$ cat config.mk
export PLATFORM = sky130hd
export DESIGN_NAME = i2c_bus_unstick
export DESIGN_NICKNAME = d
export VERILOG_FILES = /design/src/rtl/i2c_unstick_pkg.sv /design/src/rtl/i2c_unstick_sync.sv /design/src/rtl/i2c_unstick_dwell.sv /design/src/rtl/i2c_unstick_pattern.sv /design/src/rtl/i2c_bus_unstick.sv
export SDC_FILE = /design/constraint.sdc
export NUM_CORES = 1
export LEC_CHECK = 0
export BUFFER_PORTS_ARGS = -buffer_cell sky130_fd_sc_hd__buf_2
export CAP_MARGIN = 5
export CORE_ASPECT_RATIO = 0.9
export CORE_MARGIN = 4
export CORE_UTILIZATION = 40
export CTS_CLUSTER_DIAMETER = 150
export DETAILED_ROUTE_END_ITERATION = 16
export HOLD_SLACK_MARGIN = 0.1
export PLACE_DENSITY = 0.55
export SKIP_LAST_GASP = 1
export SLEW_MARGIN = 20
export SYNTH_ARGS = -nofsm -noshare
export SYNTH_HDL_FRONTEND = slang
export SYNTH_SLANG_ARGS = --single-unit
$ cat constraint.sdc
create_clock -name clk -period 2.5 [get_ports clk]
set_clock_uncertainty 0.1 [all_clocks]
set_input_delay 0.125 -clock clk [delete_from_list [all_inputs] [get_ports clk]]
set_output_delay 0.125 -clock clk [all_outputs]
set_load 0.03 [all_outputs]
$ cat src/rtl/i2c_unstick_pkg.sv
// Shared types for the bus recovery sequencer.
package i2c_unstick_pkg;
    typedef enum logic [1:0] {
        CAUSE_NONE     = 2'b00,
        CAUSE_NOT_IDLE = 2'b01,
        CAUSE_TIMEOUT  = 2'b10
    } cause_e;

    typedef enum logic [1:0] {
        PH_IDLE,
        PH_RUN,
        PH_SETTLE
    } phase_e;

    typedef struct packed {
        logic scl_low;
        logic sda_low;
    } drive_t;
endpackage

$ cat src/rtl/i2c_unstick_sync.sv
// Multi-stage synchronizer for the sampled bus lines.
// Assumes an idle bus (all ones) out of reset.
module i2c_unstick_sync #(
    parameter int STAGES = 2,
    parameter int WIDTH  = 2
) (
    input  logic             clk,
    input  logic             rst_n,
    input  logic [WIDTH-1:0] d_i,
    output logic [WIDTH-1:0] q_o
);
    logic [WIDTH-1:0] stg [STAGES];

    for (genvar g = 0; g < STAGES; g++) begin : g_stage
        if (g == 0) begin : g_first
            // capture the raw line levels
            always_ff @(posedge clk) begin
                if (!rst_n) stg[0] <= '1;
                else        stg[0] <= d_i;
            end
        end else begin : g_next
            // shift toward the output
            always_ff @(posedge clk) begin
                if (!rst_n) stg[g] <= '1;
                else        stg[g] <= stg[g-1];
            end
        end
    end

    assign q_o = stg[STAGES-1];
endmodule

$ cat src/rtl/i2c_unstick_dwell.sv
// Step timer: latches the dwell on load and raises tick in the last
// cycle of every step, so each step lasts dwell+1 cycles.
module i2c_unstick_dwell #(
    parameter int W = 16
) (
    input  logic         clk,
    input  logic         rst_n,
    input  logic         load_i,
    input  logic [W-1:0] dwell_i,
    input  logic         run_i,
    output logic         tick_o
);
    logic [W-1:0] dwell_q;
    logic [W-1:0] cnt_q;

    assign tick_o = run_i && (cnt_q == dwell_q);

    // hold the dwell for the whole recovery and count cycles in a step
    always_ff @(posedge clk) begin
        if (!rst_n) begin
            dwell_q <= '0;
            cnt_q   <= '0;
        end else if (load_i) begin
            dwell_q <= dwell_i;
            cnt_q   <= '0;
        end else if (run_i) begin
            cnt_q <= tick_o ? '0 : cnt_q + 1'b1;
        end
    end
endmodule

$ cat src/rtl/i2c_unstick_pattern.sv
// Decodes a step index into the pair of drive-low controls.
// The start steps, the clock pulses and the stop steps follow each other.
module i2c_unstick_pattern
    import i2c_unstick_pkg::*;
#(
    parameter int N_PULSE = 9,
    parameter int STEP_W  = 5
) (
    input  logic [STEP_W-1:0] step_i,
    output drive_t            drive_o
);
    localparam int PULSE_LO = 3;
    localparam int PULSE_HI = PULSE_LO + 2 * N_PULSE;

    logic [STEP_W-1:0] rel_pulse;
    logic [STEP_W-1:0] rel_stop;

    assign rel_pulse = step_i - STEP_W'(PULSE_LO);
    assign rel_stop  = step_i - STEP_W'(PULSE_HI);

    // map the step to its SCL/SDA drive pair
    always_comb begin
        drive_o = '{scl_low: 1'b0, sda_low: 1'b0};
        if (step_i < STEP_W'(PULSE_LO)) begin
            case (step_i[1:0])
                2'd1:    drive_o = '{scl_low: 1'b0, sda_low: 1'b1};
                2'd2:    drive_o = '{scl_low: 1'b1, sda_low: 1'b1};
                default: drive_o = '{scl_low: 1'b0, sda_low: 1'b0};
            endcase
        end else if (step_i < STEP_W'(PULSE_HI)) begin
            drive_o = '{scl_low: rel_pulse[0], sda_low: 1'b0};
        end else begin
            case (rel_stop[1:0])
                2'd0:    drive_o = '{scl_low: 1'b1, sda_low: 1'b1};
                2'd1:    drive_o = '{scl_low: 1'b0, sda_low: 1'b1};
                default: drive_o = '{scl_low: 1'b0, sda_low: 1'b0};
            endcase
        end
    end
endmodule

$ cat src/rtl/i2c_bus_unstick.sv
// Bus recovery sequencer top. Checks the bus on a transfer request.
// If the bus is stuck, or a timeout is signalled, it takes over the pins,
// plays out the recovery pattern, resets the controller, rechecks the
// lines and reports the result. Assumes external pull-ups on both lines.
module i2c_bus_unstick
    import i2c_unstick_pkg::*;
#(
    parameter int DWELL_W     = 16,
    parameter int SYNC_STAGES = 2,
    parameter int N_PULSE     = 9
) (
    input  logic               clk,
    input  logic               rst_n,
    input  logic               start_req_i,
    input  logic               timeout_evt_i,
    input  logic               busy_i,
    input  logic [DWELL_W-1:0] dwell_i,
    input  logic               scl_in_i,
    input  logic               sda_in_i,
    output logic               scl_low_o,
    output logic               sda_low_o,
    output logic               ovr_o,
    output logic               ctl_rst_o,
    output logic               done_o,
    output logic               fail_o,
    output logic [1:0]         cause_o
);
    localparam int NSTEP  = 2 * N_PULSE + 6;
    localparam int STEP_W = $clog2(NSTEP);
    localparam int SET_W  = $clog2(SYNC_STAGES + 2);

    phase_e            phase_q;
    logic [STEP_W-1:0] step_q;
    logic [SET_W-1:0]  scnt_q;
    cause_e            cause_q;
    logic              done_q, fail_q, crst_q;
    logic [1:0]        lines_s;
    logic              scl_s, sda_s;
    logic              tick;
    logic              bus_idle, trig_tmo, trig_req, launch, fast_ok, running;
    drive_t            drv;

    i2c_unstick_sync #(.STAGES(SYNC_STAGES), .WIDTH(2)) u_sync (
        .clk(clk), .rst_n(rst_n),
        .d_i({scl_in_i, sda_in_i}), .q_o(lines_s)
    );
    assign scl_s = lines_s[1];
    assign sda_s = lines_s[0];

    assign running  = (phase_q == PH_RUN);
    assign bus_idle = !busy_i && scl_s && sda_s;
    assign trig_tmo = (phase_q == PH_IDLE) && timeout_evt_i;
    assign trig_req = (phase_q == PH_IDLE) && start_req_i && !timeout_evt_i;
    assign launch   = trig_tmo || (trig_req && !bus_idle);
    assign fast_ok  = trig_req && bus_idle;

    i2c_unstick_dwell #(.W(DWELL_W)) u_dwell (
        .clk(clk), .rst_n(rst_n), .load_i(launch),
        .dwell_i(dwell_i), .run_i(running), .tick_o(tick)
    );

    i2c_unstick_pattern #(.N_PULSE(N_PULSE), .STEP_W(STEP_W)) u_pat (
        .step_i(step_q), .drive_o(drv)
    );

    // phase sequencing, result pulses and cause capture
    always_ff @(posedge clk) begin
        if (!rst_n) begin
            phase_q <= PH_IDLE;
            step_q  <= '0;
            scnt_q  <= '0;
            cause_q <= CAUSE_NONE;
            done_q  <= 1'b0;
            fail_q  <= 1'b0;
            crst_q  <= 1'b0;
        end else begin
            done_q <= 1'b0;
            fail_q <= 1'b0;
            crst_q <= 1'b0;
            unique case (phase_q)
                PH_IDLE: begin
                    if (launch) begin
                        phase_q <= PH_RUN;
                        step_q  <= '0;
                        cause_q <= trig_tmo ? CAUSE_TIMEOUT : CAUSE_NOT_IDLE;
                    end else if (fast_ok) begin
                        done_q <= 1'b1;
                    end
                end
                PH_RUN: begin
                    if (tick) begin
                        if (step_q == STEP_W'(NSTEP - 1)) begin
                            phase_q <= PH_SETTLE;
                            scnt_q  <= '0;
                            crst_q  <= 1'b1;
                        end else begin
                            step_q <= step_q + 1'b1;
                        end
                    end
                end
                PH_SETTLE: begin
                    if (scnt_q == SET_W'(SYNC_STAGES)) begin
                        phase_q <= PH_IDLE;
                        done_q  <= 1'b1;
                        fail_q  <= !(scl_s && sda_s);
                    end else begin
                        scnt_q <= scnt_q + 1'b1;
                    end
                end
                default: phase_q <= PH_IDLE;
            endcase
        end
    end

    assign scl_low_o = running && drv.scl_low;
    assign sda_low_o = running && drv.sda_low;
    assign ovr_o     = running;
    assign ctl_rst_o = crst_q;
    assign done_o    = done_q;
    assign fail_o    = fail_q;
    assign cause_o   = cause_q;
endmodule

## Word-level counts from Yosys, hierarchy flattened

Memories as Yosys holds them, arrays and structs flattened.
Index checks and enable logic that the tools add are counted.

- Register bits: 46
- Bits in writable memories: 4
- Output and inout bits: 8
- Logic and storage cells: 89
- Memories kept: 1

- $add $sub $neg: 5
- Order comparisons: 2
- Equality and inequality tests: 14
- Multiplexer cells: 28
- Bitwise gates (word level): 3
- Reductions and logical operators: 27

Memory list:

| memory | words | bits a word | rd ports | clocked after Yosys merged registers in | wr ports | RTL line | source |
|---|---|---|---|---|---|---|---|
| u_sync.stg | 2 | 2 | 2 | 0 | 2 | i2c_unstick_sync.sv:12 | `logic [WIDTH-1:0] stg [STAGES];` |

Operators by type and width:

| cell | count |
|---|---|
| 2-bit two-way mux | 12 |
| 16-bit by 1-bit adder with 16-bit output (second input constant) | 1 |
| 16-bit equality test | 1 |
| 16-bit two-way mux | 1 |
| 5-bit two-way mux | 3 |
| 2-bit one-hot mux with 2 select lines | 3 |
| 4-bit AND reduction | 3 |
| 1-bit logical AND | 11 |
| 5-bit one-hot mux with 2 select lines | 1 |
| 2-bit != test (second input constant) | 4 |
| 2-bit by 1-bit equality test with 1-bit output (second input constant) | 3 |
| 2-bit equality test (second input constant) | 3 |
| 1-bit two-way mux | 6 |
| 2-bit one-hot mux with 3 select lines | 1 |
| 3-bit AND reduction | 2 |
| 5-bit by 1-bit adder with 5-bit output (second input constant) | 1 |
| 5-bit equality test (second input constant) | 1 |
| 5-bit by 2-bit < comparator with 1-bit output (second input constant) | 1 |
| 5-bit < comparator (second input constant) | 1 |
| 1-bit logical NOT | 4 |
| 2-bit logical NOT | 2 |
| 2-bit by 1-bit != test with 1-bit output (second input constant) | 2 |
| 2-bit nonzero test | 2 |
| 2-bit by 1-bit adder with 2-bit output (second input constant) | 1 |
| other kinds (8) | 9 |

## Depth between registers and ports, before layout

- Depth after elaboration: 8
- Gate-level depth with buffers: 7

## By module

Synthesis repeated with hierarchy kept, for this count alone.

- Cells, all modules: 263
- Area, all modules: 2467.4 um^2

Modules (own cells, without submodules):

| module | times used | cells each | area each (um^2) | sequential area each (um^2) |
|---|---|---|---|---|
| i2c_unstick_dwell | 1 | 160 | 1534.0 | 640.6 |
| i2c_bus_unstick | 1 | 80 | 723.2 | 280.3 |
| i2c_unstick_pattern | 1 | 15 | 105.1 | 0.0 |
| i2c_unstick_sync | 1 | 8 | 105.1 | 80.1 |

## Least setup slack after synthesis

Ideal clock, no wire load.

- Kind: register to output
- Start: register step_q[0]
- End: output port sda_low_o
- Arrival time: 1.698 ns
- Required time: 2.275 ns
- Path slack: 0.577 ns
- Cell stages (with the launch flop): 5
- Cells stage by stage: dfxtp_1 -> clkbuf_1 -> inv_1 -> ha_1 -> nor3_1

- Word-level cells in the longest chain between the ends: 6

RTL lines:

| item | RTL line | source |
|---|---|---|
| start, declared | i2c_bus_unstick.sv:33 | `logic [STEP_W-1:0] step_q;` |
| start signal, assigned | i2c_bus_unstick.sv:97 | `step_q <= step_q + 1'b1;` |
| 2-bit by 1-bit subtractor with 2-bit output | i2c_unstick_pattern.sv:19 | `assign rel_stop = step_i - STEP_W'(PULSE_HI);` |
| 2-bit by 1-bit equality test with 1-bit output or 2-bit logical NOT (tied branches) | i2c_unstick_pattern.sv:33 | `case (rel_stop[1:0])` |
| 2-bit one-hot mux with 2 select lines | i2c_unstick_pattern.sv:33 |  |
| 2-bit two-way mux | i2c_unstick_pattern.sv:30 | `end else if (step_i < STEP_W'(PULSE_HI)) begin` |
| 2-bit two-way mux (*) | i2c_unstick_pattern.sv:24 | `if (step_i < STEP_W'(PULSE_LO)) begin` |
| 1-bit logical AND (*) | i2c_bus_unstick.sv:116 | `assign sda_low_o = running && drv.sda_low;` |
| end, declared | i2c_bus_unstick.sv:21 | `output logic sda_low_o,` |

Mark *: on every way between the ends. The rest lies on a longest branch, timed or not.

## Worst setup path in the final report

- Start: register phase_q[1]
- End: output port ovr_o

- Word-level cells in the longest chain between the ends: 1

RTL lines:

| item | RTL line | source |
|---|---|---|
| start, declared | i2c_bus_unstick.sv:32 | `phase_e phase_q;` |
| start signal, assigned | i2c_bus_unstick.sv:69 | `phase_q <= PH_IDLE;` |
| start signal, assigned | i2c_bus_unstick.sv:83 | `phase_q <= PH_RUN;` |
| start signal, assigned | i2c_bus_unstick.sv:93 | `phase_q <= PH_SETTLE;` |
| 2-bit by 1-bit equality test with 1-bit output | i2c_bus_unstick.sv:50 | `assign running = (phase_q == PH_RUN);` |
| end, declared | i2c_bus_unstick.sv:22 | `output logic ovr_o,` |

No other way between the ends.

==> metrics.txt <==
# TYPE chip_impl_metric gauge
chip_impl_metric{name="dieHeight",unit="um"} 81.1
chip_impl_info{name="startpoint_type",value="flop"} 1
chip_impl_metric{name="yosys_register_bits",unit=""} 50
chip_impl_metric{name="cp.buffers_inverters",unit=""} 2
chip_impl_metric{name="global_route_wire_length_before_repair",unit="um"} 9190
chip_impl_metric{name="initial_antenna_violation_count",unit=""} 0
chip_impl_metric{name="critical_path_peak_fanout",unit=""} 11
chip_impl_metric{name="clk_transition_reported_paths",unit="ps"} 90
chip_impl_metric{name="timing_worst_slew_pin_value",unit="ps"} 489
chip_impl_metric{name="reg2reg_setup_slack",unit="ps"} 420
chip_impl_metric{name="ant_nets",unit=""} 0
chip_impl_metric{name="grt_usage",unit=""} 0.162
chip_impl_metric{name="max-slew-margin-rel",unit=""} 0.672
chip_impl_metric{name="fp.dieArea",unit="um^2"} 7240
chip_impl_metric{name="detailroute.via_count",unit=""} 2016
chip_impl_info{name="setup.worst_path.end",value="ovr_o"} 1
chip_impl_info{name="timing.setup.critical_path_class",value="reg -> out"} 1
chip_impl_metric{name="finalWeightedCongestion",unit=""} 0.831
chip_impl_metric{name="timing.max_cap.violations",unit=""} 0
chip_impl_info{name="slowest_stage",value="dfxtp_1"} 1
chip_impl_metric{name="cp_num_cells",unit=""} 3
chip_impl_metric{name="max_clock_freq",unit="MHz"} 469
chip_impl_metric{name="synth-edff-count",unit=""} 0
chip_impl_metric{name="critPathArrivalTime",unit="ps"} 1910
chip_impl_metric{name="cts-hold-fix-buffers",unit=""} 22
chip_impl_metric{name="cellLeakagePower",unit="nW"} 1.25
chip_impl_metric{name="initial_core_util",unit=""} 0.415
chip_impl_metric{name="r2r.worst_path.cells",unit=""} 7
chip_impl_metric{name="share_of_flip_flops_with_an_asynchronous_set_or_reset",unit=""} 0
chip_impl_metric{name="initialDrtViolationCount",unit=""} 139
chip_impl_metric{name="worst_path_largest_cell_delay",unit="ps"} 540
chip_impl_metric{name="route.detailed.drc",unit=""} 0
chip_impl_metric{name="synth_cells",unit=""} 271
chip_impl_info{name="clk_root_buffer_cell",value="clkbuf_8"} 1
chip_impl_metric{name="cts_buffer_depth",unit=""} 2
chip_impl_info{name="r2r-start",value="u_dwell.cnt_q[10]"} 1
chip_impl_metric{name="synth_warnings",unit=""} 0
chip_impl_metric{name="mappedNetlistNets",unit=""} 299
chip_impl_info{name="crit_path_start",value="phase_q[1]"} 1
chip_impl_metric{name="worst-endpoint-required",unit="ps"} 2280
chip_impl_info{name="hold_class",value="in -> reg"} 1
chip_impl_metric{name="p_total",unit="mW"} 1.50
chip_impl_metric{name="post_synth_num_cell_types",unit=""} 39
chip_impl_metric{name="core-area",unit="um^2"} 5730
chip_impl_info{name="worst_path_dominant_cell_family",value="buffers and inverters"} 1
chip_impl_metric{name="grt_pass1_vias",unit=""} 1897
chip_impl_metric{name="die_x",unit="um"} 89.3
chip_impl_metric{name="hold_viol_final",unit=""} 0
chip_impl_metric{name="pwr_density_cell",unit="nW/um^2"} 516
chip_impl_metric{name="fp-row-count",unit=""} 26
chip_impl_info{name="hp-start",value="start_req_i"} 1
chip_impl_metric{name="antenna-diode-count",unit=""} 0
chip_impl_metric{name="worstSkewPairLatency",unit="ps"} 300
chip_impl_metric{name="avgSynthCellArea",unit="um^2"} 8.77
chip_impl_metric{name="post_drt_via_cell_ratio",unit=""} 5.16
chip_impl_metric{name="post-cts-setup-buffers",unit=""} 0
chip_impl_metric{name="period_share",unit=""} 0.853
chip_impl_metric{name="setup_viol",unit=""} 0
chip_impl_metric{name="hpwlAfterDp",unit="um"} 3650
chip_impl_info{name="cts_tree",value="yes"} 1
chip_impl_info{name="critPathCaptureType",value="output pin"} 1
chip_impl_info{name="outcome",value="finished clean"} 1
chip_impl_info{name="crit_path_cell_trace",value="nand2b_1, clkinv_1, buf_2"} 1
chip_impl_metric{name="finalWirelength",unit="um"} 5330
chip_impl_metric{name="avgRoutedWirePerCell",unit="um"} 13.6
chip_impl_metric{name="grt-ovfl-total",unit=""} 0
chip_impl_metric{name="post_cts_resized",unit=""} 0
chip_impl_metric{name="htree_num_levels",unit=""} 2
chip_impl_info{name="synth_flop_cell",value="dfxtp_1"} 1
chip_impl_info{name="regToRegEndpoint",value="u_dwell.cnt_q[14]"} 1
chip_impl_metric{name="final_nets",unit=""} 349
chip_impl_metric{name="synth-seq-area-share",unit=""} 0.421
chip_impl_metric{name="worst_ir_drop_vdd",unit="mV"} 0.308
chip_impl_metric{name="grt_start_max_net_pins",unit=""} 24
chip_impl_metric{name="finalMaxSlewViolations",unit=""} 0
chip_impl_metric{name="netlist_area",unit="um^2"} 2380
chip_impl_info{name="rsz0062_at_grt",value="false"} 1
chip_impl_metric{name="cts_made_buffers",unit=""} 5
chip_impl_metric{name="setup_tns",unit="ps"} 0
chip_impl_metric{name="areaGrowthSynthToFinish",unit="%"} 21.8
chip_impl_metric{name="detailedRoute.firstPassIterationCount",unit=""} 4
chip_impl_metric{name="drive_above_1_share",unit=""} 0.134
chip_impl_metric{name="boundaryPins",unit=""} 31
chip_impl_metric{name="final.min_clock_period",unit="ps"} 2130
chip_impl_metric{name="buffer_ports.inserted",unit=""} 30
chip_impl_metric{name="tritoncts_num_sinks",unit=""} 50
[sequential cells by signal, summed over array words and instances, names as in the netlist]
name / flops
u_dwell.cnt_q: 16
step_q: 5
scnt_q: 2
done_o: 1
fail_o: 1
ctl_rst_o: 1
u_sync.stg: 4
u_dwell.dwell_q: 16
phase_q: 2
cause_o: 2
[worst min path at each step]
stage,slack [ps],cells past startpoint,endpoint
global route,150,3,done_o
global placement,210,2,u_sync.stg[0][1]
floorplan,130,1,u_sync.stg[0][0]
CTS,120,3,done_o
detailed placement,210,2,u_sync.stg[0][0]
finish,140,3,done_o
[cell usage after synthesis, types with 3 or more instances]
library cell / n / area (um^2)
dfxtp_1: 50 / 1000
nor2_1: 41 / 154
xor2_1: 22 / 193
nand2_1: 20 / 75.1
mux2i_1: 17 / 170
nand3_1: 10 / 50.1
clkbuf_1: 9 / 33.8
a21oi_1: 8 / 40.0
nand4_1: 8 / 50.1
xnor2_1: 8 / 70.1
inv_1: 7 / 26.3
nand2b_1: 7 / 43.8
and3_1: 6 / 37.5
nor3_1: 6 / 30.0
buf_2: 5 / 25.0
ha_1: 5 / 62.6
o21ai_0: 5 / 25.0
nor4_1: 4 / 25.0
nand3b_1: 3 / 22.5
nand4b_1: 3 / 26.3
nor3b_1: 3 / 22.5
[cell type report]
type	instances	area, um^2
tap	70	87.6
multi-input combinational	199	1290
fill	560	2830
sequential	50	1000
clock buffer	7	76.3
timing repair buffer	57	408
inverter	8	30.0
[logic make-up after synthesis]
logic type,Yosys count,synth area share
mux,17,0.0716
xor+xnor,30,0.111
buf+inv,22,0.0374
flops,50,0.421
fa+ha+maj,5,0.0263
simple gates,118,0.253
compound gates,29,0.0800
[worst register-to-register path: stages (launching register included)]
cell      delay (ps)
dfxtp_1          370
xor2_1           180
nor4_1           440
nand4_1          140
buf_4            220
o21bai_1         220
buf_4            230
nor2_1            70
[cell usage in the layout (no fill, tap or decap), types with 6 or more instances in the layout]
cell           count
a21oi_1            8
and3_1             6
buf_2             30
dfxtp_1           50
dlygate4sd3_1     22
inv_1              7
mux2i_1           17
nand2_1           20
nand2b_1           7
nand3_1           10
nand4_1            8
nor2_1            41
nor3_1             6
xnor2_1            8
xor2_1            22
[power breakdown]
group	internal, mW	switching, mW	leakage [nW]
clock	0.193	0.250	0.0383
combinational	0.0980	0.106	0.808
sequential	0.824	0.0235	0.408
[stage by stage]
stage / instance area [um^2] / hold slack, ps / worst slack (ps) / instances / util
final: 2900 / 136 / 369 / 391 / 0.506
after global routing: 2900 / 153 / 238 / 391 / 0.506
after CTS: 2900 / 122 / 349 / 391 / 0.506
after detailed placement: 2600 / 211 / 458 / 362 / 0.454
after global placement: 2600 / 210 / 425 / 362 / 0.454
after floorplan: 2380 / 126 / 577 / 271 / -
[metal layers]
metal  track usage  share of wire
met5             0              0
met4        0.0491          0.013
met3        0.0335          0.038
met2         0.219           0.40
met1         0.253           0.55
Note: power is estimated with default switching activity, not from simulation.
